--- src/rtl/sram1_pkg.sv ---
package sram1_pkg;

  typedef enum logic [2:0] {
    ST_IDLE   = 3'd0,
    ST_WR_ACT = 3'd1,
    ST_WR_REL = 3'd2,
    ST_RD_ACT = 3'd3,
    ST_GAP    = 3'd4
  } seq_state_t;

  // ceil(ns / period) with a floor of one cycle
  function automatic int unsigned ns2cyc(input int unsigned ns, input int unsigned clk_ps);
    int unsigned c;
    c = (ns * 1000 + clk_ps - 1) / clk_ps;
    return (c == 0) ? 1 : c;
  endfunction

  function automatic int unsigned umax(input int unsigned a, input int unsigned b);
    return (a > b) ? a : b;
  endfunction

endpackage

--- src/rtl/sram1_timer.sv ---
module sram1_timer #(
  parameter int unsigned CNT_W = 4
) (
  input  logic             clk,
  input  logic             rst_n,
  input  logic             load,
  input  logic [CNT_W-1:0] load_val,
  output logic             done
);

  logic [CNT_W-1:0] cnt_q;

  always_ff @(posedge clk) begin
    if (!rst_n) begin
      cnt_q <= '0;
    end else if (load) begin
      cnt_q <= load_val;
    end else if (cnt_q != '0) begin
      cnt_q <= cnt_q - 1'b1;
    end
  end

  assign done = (cnt_q == '0);

  AST_CNT_STEP: assert property (@(posedge clk) disable iff (!rst_n)
    (!load && cnt_q != '0) |=> (cnt_q == $past(cnt_q) - 1'b1));

endmodule

--- src/rtl/sram1_seq.sv ---
module sram1_seq
  import sram1_pkg::*;
(
  input  logic clk,
  input  logic rst_n,
  input  logic req_valid,
  input  logic req_wr,
  input  logic tmr_done,
  output logic req_ready,
  output logic accept,
  output logic accept_wr,
  output logic we_release,
  output logic ce_release,
  output logic rd_capture
);

  seq_state_t state_q, state_d;

  assign req_ready = (state_q == ST_IDLE);
  assign accept    = req_ready && req_valid;
  assign accept_wr = accept && req_wr;

  always_comb begin
    state_d    = state_q;
    we_release = 1'b0;
    ce_release = 1'b0;
    rd_capture = 1'b0;
    unique case (state_q)
      ST_IDLE: begin
        if (accept) state_d = req_wr ? ST_WR_ACT : ST_RD_ACT;
      end
      ST_WR_ACT: begin
        if (tmr_done) begin
          we_release = 1'b1;
          state_d    = ST_WR_REL;
        end
      end
      ST_WR_REL: begin
        ce_release = 1'b1;
        state_d    = ST_GAP;
      end
      ST_RD_ACT: begin
        if (tmr_done) begin
          ce_release = 1'b1;
          rd_capture = 1'b1;
          state_d    = ST_GAP;
        end
      end
      ST_GAP:  state_d = ST_IDLE;
      default: state_d = ST_IDLE;
    endcase
  end

  always_ff @(posedge clk) begin
    if (!rst_n) state_q <= ST_IDLE;
    else        state_q <= state_d;
  end

  AST_NO_DOUBLE_RELEASE: assert property (@(posedge clk) disable iff (!rst_n)
    we_release |-> !ce_release);
  AST_CAPTURE_ONLY_READ: assert property (@(posedge clk) disable iff (!rst_n)
    rd_capture |-> (state_q == ST_RD_ACT));

endmodule

--- src/rtl/sram1_pins.sv ---
module sram1_pins #(
  parameter int unsigned ADDR_W = 20
) (
  input  logic              clk,
  input  logic              rst_n,
  input  logic              accept,
  input  logic              accept_wr,
  input  logic              we_release,
  input  logic              ce_release,
  input  logic              rd_capture,
  input  logic [ADDR_W-1:0] req_addr,
  input  logic              req_wdata,
  input  logic              sram_dout,
  output logic [ADDR_W-1:0] sram_addr,
  output logic              sram_ce_n,
  output logic              sram_we_n,
  output logic              sram_din,
  output logic              rd_valid,
  output logic              rd_data
);

  always_ff @(posedge clk) begin
    if (!rst_n) begin
      sram_addr <= '0;
      sram_din  <= 1'b0;
    end else if (accept) begin
      sram_addr <= req_addr;
      sram_din  <= req_wdata;
    end
  end

  always_ff @(posedge clk) begin
    if (!rst_n) begin
      sram_ce_n <= 1'b1;
      sram_we_n <= 1'b1;
    end else begin
      if (accept)          sram_ce_n <= 1'b0;
      else if (ce_release) sram_ce_n <= 1'b1;
      if (accept_wr)       sram_we_n <= 1'b0;
      else if (we_release) sram_we_n <= 1'b1;
    end
  end

  always_ff @(posedge clk) begin
    if (!rst_n) begin
      rd_valid <= 1'b0;
      rd_data  <= 1'b0;
    end else begin
      rd_valid <= rd_capture;
      if (rd_capture) rd_data <= sram_dout;
    end
  end

  AST_WE_UNDER_CE: assert property (@(posedge clk) disable iff (!rst_n)
    !sram_we_n |-> !sram_ce_n);
  AST_WE_LEADS_CE: assert property (@(posedge clk) disable iff (!rst_n)
    $rose(sram_ce_n) |-> $past(sram_we_n));
  AST_ADDR_HELD: assert property (@(posedge clk) disable iff (!rst_n)
    (!sram_ce_n && $past(!sram_ce_n)) |-> $stable(sram_addr));
  AST_DIN_HELD: assert property (@(posedge clk) disable iff (!rst_n)
    (!sram_ce_n && $past(!sram_ce_n)) |-> $stable(sram_din));
  AST_RDV_SINGLE: assert property (@(posedge clk) disable iff (!rst_n)
    rd_valid |=> !rd_valid);
  AST_RDV_AT_CE_RISE: assert property (@(posedge clk) disable iff (!rst_n)
    rd_valid |-> $rose(sram_ce_n));
  AST_CE_GAP: assert property (@(posedge clk) disable iff (!rst_n)
    $rose(sram_ce_n) |=> sram_ce_n);

endmodule

--- src/rtl/sram1_ctrl.sv ---
module sram1_ctrl
  import sram1_pkg::*;
#(
  parameter int unsigned ADDR_W    = 20,
  parameter int unsigned CLK_PS    = 20000,
  parameter int unsigned T_WC_NS   = 12,
  parameter int unsigned T_WP_NS   = 10,
  parameter int unsigned T_SCE_NS  = 10,
  parameter int unsigned T_SD_NS   = 7,
  parameter int unsigned T_AW_NS   = 10,
  parameter int unsigned T_RC_NS   = 12,
  parameter int unsigned T_AA_NS   = 12,
  parameter int unsigned T_ACE_NS  = 12
) (
  input  logic              clk,
  input  logic              rst_n,
  input  logic              req_valid,
  output logic              req_ready,
  input  logic              req_wr,
  input  logic [ADDR_W-1:0] req_addr,
  input  logic              req_wdata,
  output logic              rd_valid,
  output logic              rd_data,
  output logic [ADDR_W-1:0] sram_addr,
  output logic              sram_ce_n,
  output logic              sram_we_n,
  output logic              sram_din,
  input  logic              sram_dout
);

  localparam int unsigned WC_M1  = (ns2cyc(T_WC_NS, CLK_PS) > 1) ? ns2cyc(T_WC_NS, CLK_PS) - 1 : 1;
  localparam int unsigned WR_CYC = umax(umax(ns2cyc(T_WP_NS, CLK_PS), ns2cyc(T_SCE_NS, CLK_PS)),
                                        umax(umax(ns2cyc(T_SD_NS, CLK_PS), ns2cyc(T_AW_NS, CLK_PS)), WC_M1));
  localparam int unsigned RD_CYC = umax(umax(ns2cyc(T_AA_NS, CLK_PS), ns2cyc(T_ACE_NS, CLK_PS)),
                                        ns2cyc(T_RC_NS, CLK_PS));
  localparam int unsigned CNT_W  = $clog2(umax(WR_CYC, RD_CYC) + 1);
  localparam logic [CNT_W-1:0] WR_LOAD = CNT_W'(WR_CYC - 1);
  localparam logic [CNT_W-1:0] RD_LOAD = CNT_W'(RD_CYC - 1);

  logic accept, accept_wr, we_release, ce_release, rd_capture, tmr_done;

  sram1_seq u_seq (
    .clk        (clk),
    .rst_n      (rst_n),
    .req_valid  (req_valid),
    .req_wr     (req_wr),
    .tmr_done   (tmr_done),
    .req_ready  (req_ready),
    .accept     (accept),
    .accept_wr  (accept_wr),
    .we_release (we_release),
    .ce_release (ce_release),
    .rd_capture (rd_capture)
  );

  sram1_timer #(.CNT_W(CNT_W)) u_tmr (
    .clk      (clk),
    .rst_n    (rst_n),
    .load     (accept),
    .load_val (req_wr ? WR_LOAD : RD_LOAD),
    .done     (tmr_done)
  );

  sram1_pins #(.ADDR_W(ADDR_W)) u_pins (
    .clk        (clk),
    .rst_n      (rst_n),
    .accept     (accept),
    .accept_wr  (accept_wr),
    .we_release (we_release),
    .ce_release (ce_release),
    .rd_capture (rd_capture),
    .req_addr   (req_addr),
    .req_wdata  (req_wdata),
    .sram_dout  (sram_dout),
    .sram_addr  (sram_addr),
    .sram_ce_n  (sram_ce_n),
    .sram_we_n  (sram_we_n),
    .sram_din   (sram_din),
    .rd_valid   (rd_valid),
    .rd_data    (rd_data)
  );

  AST_READY_QUIET: assert property (@(posedge clk) disable iff (!rst_n)
    req_ready |-> sram_ce_n);
  AST_READY_DROPS: assert property (@(posedge clk) disable iff (!rst_n)
    (req_valid && req_ready) |=> !req_ready);

endmodule

--- config.mk ---
export PLATFORM = sky130hd
export DESIGN_NAME = sram1_ctrl
export DESIGN_NICKNAME = d
export VERILOG_FILES = /design/src/rtl/sram1_pkg.sv /design/src/rtl/sram1_timer.sv /design/src/rtl/sram1_seq.sv /design/src/rtl/sram1_pins.sv /design/src/rtl/sram1_ctrl.sv
export SDC_FILE = /design/constraint.sdc
export NUM_CORES = 1
export LEC_CHECK = 0
export BUFFER_PORTS_ARGS = -buffer_cell sky130_fd_sc_hd__buf_2
export CORE_UTILIZATION = 41
export CTS_CLUSTER_DIAMETER = 60
export DETAILED_ROUTE_END_ITERATION = 10
export HOLD_SLACK_MARGIN = 0.12
export PLACE_DENSITY = 0.82
export SLEW_MARGIN = 20
export SYNTH_ARGS = -nofsm -noshare
export SYNTH_HDL_FRONTEND = slang
export SYNTH_SLANG_ARGS = --single-unit
--- constraint.sdc ---
create_clock -name clk -period 1.7 [get_ports clk]
set_clock_uncertainty 0.15 [all_clocks]
set_input_delay 0.17 -clock clk [delete_from_list [all_inputs] [get_ports clk]]
set_output_delay 0.17 -clock clk [all_outputs]
set_load 0.005 [all_outputs]
## Word level (Yosys, flattened, before mapping)

Cells that the tools add are included.

| word-level totals | value |
|---|---|
| flip-flop bits (word level) | 29 |
| output and inout bits | 26 |
| logic and storage cells | 37 |

| cells by class | value |
|---|---|
| $add $sub $neg | 1 |
| eq/ne operators | 6 |
| multiplexer cells | 13 |
| bitwise gates (word level) | 2 |
| reductions and logical operators | 7 |

Operator list:

| operator | count |
|---|---|
| 3-bit one-hot mux with 4 select lines | 1 |
| 3-bit 2-to-1 mux | 3 |
| 1-bit 2-to-1 mux | 7 |
| 3-bit by 2-bit equality test with 1-bit output, second input constant | 2 |
| 2-bit != test, second input constant | 3 |
| 2-bit nonzero test | 2 |
| 3-bit by 1-bit equality test with 1-bit output, second input constant | 1 |
| 3-bit logical NOT | 1 |
| 3-bit AND reduction | 1 |
| 3-bit OR reduction | 1 |
| 1-bit logical AND | 2 |
| 2-bit 2-to-1 mux | 1 |
| 1-bit inverter | 2 |
| 1-bit one-hot mux with 2 select lines | 1 |
| 1-bit subtractor, second input constant | 1 |

## Longest topological paths before layout

| logic depth | value |
|---|---|
| word-level depth | 4 |
| mapped depth | 5 |

## By module

Synthesis repeated with hierarchy kept, for this count alone.

| second synthesis, totals | value |
|---|---|
| cells, all modules | 104 |
| area total of the unflattened synthesis | 1157.4 µm² |

By module, submodules not included:

| module | times used | cells an instance | area an instance (µm²) | seq. area each (µm²) |
|---|---|---|---|---|
| sram1_pins | 1 | 79 | 940.9 | 500.5 |
| sram1_seq | 1 | 21 | 182.7 | 60.1 |
| sram1_timer | 1 | 3 | 30.0 | 20.0 |
| sram1_ctrl | 1 | 1 | 3.8 | 0.0 |

## Worst setup path before layout

Ideal clock, no wire load.

| timing | value |
|---|---|
| kind | reg-to-reg |
| from | reg u_seq.state_q[1] |
| to | reg u_pins.sram_addr[10] |
| setup time | 123 ps |
| arrival time | 1168 ps |
| data required time | 1427 ps |
| path slack | 260 ps |
| cell stages (with the launch flop) | 5 |
| path buffers | 2 |
| clock period less this slack | 1440 ps |
| cells stage by stage | dfxtp_1 > buf_6 > nor4b_4 > clkbuf_2 > o21ai_0 |

| on the way | value |
|---|---|
| longest elaborated chain between the ends | 2 |

RTL lines:

| element | line | RTL |
|---|---|---|
| from (decl) | sram1_seq.sv:17 | `seq_state_t state_q, state_d;` |
| from (signal assigned) | sram1_seq.sv:56 | `else state_q <= state_d;` |
| 3-bit logical NOT | sram1_seq.sv:19 | `assign req_ready = (state_q == ST_IDLE);` |
| 1-bit logical AND | sram1_seq.sv:20 | `assign accept = req_ready && req_valid;` |
| to (signal assigned) | sram1_pins.sv:27 | `sram_addr <= req_addr;` |
| to (decl) | sram1_pins.sv:14 | `output logic [ADDR_W-1:0] sram_addr,` |

Every way passes these cells.
A chain may end at the register's enable or synchronous reset.

## Worst setup path in the final report

| timing | value |
|---|---|
| from | reg u_seq.state_q[0] |
| to | out req_ready |

| on the way | value |
|---|---|
| longest elaborated chain between the ends | 1 |

RTL lines:

| element | line | RTL |
|---|---|---|
| 3-bit logical NOT | sram1_seq.sv:19 |  |
| to (decl) | sram1_ctrl.sv:18 | `output logic req_ready,` |

Every way passes these cells.

==> flow_metrics.py <==
metrics = {
    "die": {
        "row_count": 18,
        "fp.dieW_um": 54.2,
        "core-area_sq_um": 2520,
        "die_h_um": 54.2,
        "start_util_pct": 44.3,
        "dieArea_sq_um": 2940,
        "ioPinCount": 52,
    },
    "power_and_ir_drop": {
        "vdd_drop_max_mv": 0.798,
        "pwr-share-comb_pct": 16.3,
        "p_switching_uw": 389,
        "swShare_pct": 24.1,
        "cell_internal_pwr_uw": 1220,
        "power_density_nw_per_um2": 946,
        "power.share.clock_pct": 36.2,
        "p_seq_share_pct": 47.5,
        "p_leak_uw": 0.000764,
        "power_uw": 1610,
    },
    "timing": {
        "relSlewSlack_pct": 62.6,
        "worst_slack_ns": 0.199,
        "fin_setup_tns_ns": 0,
        "hold_viol": 0,
        "finalCritPeriodShare_pct": 88.3,
        "worst_hold_slack_ns": 0.129,
        "final_max_slew_viol_count": 0,
        "rsz0062_at_grt": "no",
        "setup_viol": 0,
        "worst_pin_slew_ns": 0.561,
        "max_freq_mhz": 666,
        "min_period_ns": 1.50,
    },
    "setup_path": {
        "crit_type": "flop to output port",
        "cp-start-kind": "flop",
        "arrival_ns": 1.18,
        "crit_path_end_kind": "output port",
        "rr_endpoint": "u_pins.sram_addr[8]$_SDFFE_PN0N_",
        "worst-path-max-fanout": 10,
        "r2r-start": "u_seq.state_q[1]$_SDFFE_PN0P_",
        "reg2reg_slack_ns": 0.25,
        "reg2regPathDepth": 4,
        "required_ns": 1.38,
    },
    "run": {
        "cap_violations": 0,
    },
    "final_layout": {
        "nNetsFinal": 228,
        "diodes": 0,
        "fill_cells": 212,
        "areaGrowthSynthToFinish_pct": 52.5,
        "final_cells": 233,
        "drive_above_1_share_pct": 32.0,
    },
    "drt": {
        "vias": 1146,
        "ant_nets": 0,
        "viasPerCell": 4.92,
        "first_pass_iters": 4,
        "wirelength_um": 2960,
        "avgRoutedWirePerCell_um": 12.7,
        "drc": 0,
        "drt_first_iter_violations": 15,
    },
    "yosys": {
        "synth_fp_nets": 154,
        "syn_area_sq_um": 1120,
        "synth-seq-area-share_pct": 51.9,
        "synth_cell_types": 25,
        "synth_seq_cells": 29,
        "yosysWarnings": 0,
        "syn_inst": 128,
        "synth_area_per_cell_sq_um": 8.74,
    },
    "grt": {
        "met3_usage_pct": 6.94,
        "grt_antenna_before_repair": 0,
        "grt_pass1_wl_um": 4330,
        "use_met1_pct": 21.2,
        "grt_pass1_vias": 1023,
        "overflow": 0,
        "grt_use_total_pct": 21.8,
        "grt_max_degree": 34,
        "busiest_layer": "met2",
        "groute.layer.met2.usage_pct": 38.8,
    },
    "clock_network": {
        "post_cts_buffers": 0,
        "hold_buffers": 24,
        "clk_latency_ns": 0.32,
        "cts_tree": "done",
        "numCtsBuffers": 5,
        "numClockSinks": 29,
        "cts_root_buf": "clkbuf_4",
        "ctsResizeCount": 0,
        "cts_max_level": 2,
        "clockBufferDepth": 2,
        "path_clk_slew_ns": 0.09,
    },
    "placement": {
        "post-place-cells": 201,
        "place_congestion": 0.784,
        "dp_hpwl_um": 1690,
        "io_buffers": 51,
        "dp_slack_ns": 0.281,
    },
    "run_status": {
        "status": "completed",
    },
    "min_path": {
        "whs_path_depth": 2,
        "hold_end": "u_pins.sram_we_n$_SDFFE_PN1P_",
        "hp-start": "rst_n",
        "hold_path.class": "primary input to flop",
    },
}
-- worst max-delay path, cell delays in order (launching register included) --
cell and delay [ns]:
dfxtp_1 0.34, buf_4 0.17, nor3_1 0.20, buf_2 0.15
-- cell usage after synthesis --
cell type	n	area share [%]
nor3b_1	2	1.3
o21a_1	1	0.67
dfxtp_1	29	52
clkbuf_1	4	1.3
a21oi_1	3	1.3
a31o_2	1	0.78
o2bb2ai_1	1	0.78
nor2_1	1	0.34
nor4b_1	2	1.6
nand3_1	22	9.8
buf_6	3	3.0
nor4b_4	1	2.1
nor3_1	1	0.45
o21ai_0	18	8.1
conb_1	1	0.34
nand2_1	23	7.7
inv_1	1	0.34
and3b_1	1	0.78
o21ai_1	4	1.8
buf_2	2	0.89
clkbuf_2	3	1.3
nand3b_1	1	0.67
and4bb_2	1	1.1
xnor2_1	1	0.78
o31ai_1	1	0.67
-- per-stage QoR --
stage / util [%] / cell area (sq um)
after floorplan: - / 1120
after global placement: 54.7 / 1380
after detailed placement: 54.7 / 1380
after CTS: 67.6 / 1710
after global routing: 67.6 / 1710
final: 67.6 / 1710
-- registers in the layout, summed over array words and instances, names as in the netlist --
name              cells
u_pins.sram_we_n      1
u_tmr.cnt_q           1
u_pins.sram_din       1
u_seq.state_q         3
u_pins.rd_data        1
u_pins.rd_valid       1
u_pins.sram_ce_n      1
u_pins.sram_addr     20
-- routing by layer --
metal | up-vias | routed length (um)
met1 | 514 | 1160
met5 | - | 0
met3 | 8 | 161
li1 | 586 | -
met4 | 0 | 78
met2 | 38 | 1560
-- final cells by class --
cell class,instances,area (sq um),share of cell area (%)
clock inverters,1,30.0,1.76
well taps,30,37.5,2.20
repair buffers,79,538,31.5
inverters,1,3.75,0.220
clock buffers,7,55.1,3.23
flip-flops and latches,29,581,34.0
multi-input cells,86,460,27.0
-- power groups by stage --
| stage | Sequential, uW | Clock (uW) | Combinational (uW) |
|---|---|---|---|
| floorplan | 777 | 0 | 128 |
| global placement | 777 | 0 | 207 |
| detailed placement | 780 | 0 | 216 |
| CTS | 765 | 594 | 258 |
| global route | 772 | 621 | 290 |
| finish | 765 | 584 | 263 |
-- layout by cell type, fill, tap and decap left out --
cell	instances
dfxtp_1	29
o21ai_1	4
inv_1	1
o21a_1	1
a31o_2	1
buf_2	51
o21ai_0	18
nand3b_1	1
and4bb_2	1
and3b_1	1
a21oi_1	3
o31ai_1	1
o2bb2ai_1	1
buf_4	3
dlygate4sd3_1	24
buf_12	1
xnor2_1	1
conb_1	1
nor4b_1	2
clkbuf_4	5
bufinv_16	1
nand3_1	22
nor2_1	1
clkbuf_8	1
nor4b_4	1
nand2_1	23
nor3_1	1
clkbuf_1	1
nor3b_1	2
-- worst max-delay path by stage --
| stage | startpoint | endpoint | slack (ns) | cells after the start |
|---|---|---|---|---|
| floorplan | u_seq.state_q[1]$_SDFFE_PN0P_ | u_pins.sram_addr[10]$_SDFFE_PN0N_ | 0.26 | 4 |
| global placement | u_seq.state_q[1]$_SDFFE_PN0P_ | u_pins.sram_we_n$_SDFFE_PN1P_ | 0.32 | 4 |
| detailed placement | u_seq.state_q[1]$_SDFFE_PN0P_ | u_pins.sram_addr[5]$_SDFFE_PN0N_ | 0.28 | 4 |
| CTS | u_seq.state_q[0]$_SDFFE_PN0P_ | req_ready | 0.18 | 3 |
| global route | u_seq.state_q[0]$_SDFFE_PN0P_ | req_ready | 0.13 | 3 |
| finish | u_seq.state_q[0]$_SDFFE_PN0P_ | req_ready | 0.20 | 3 |
-- kinds of logic (layout without fill, tap and decap cells) --
kind of cell	after synthesis	count (layout)	share of synthesized area, %
simple gates	55	55	26.0
compound gates	29	29	14.1
flops	29	29	51.9
buf+inv	13	88	6.93
other cells	1	1	0.335
xor+xnor	1	1	0.783
Note: power is estimated with default switching activity, not from simulation.
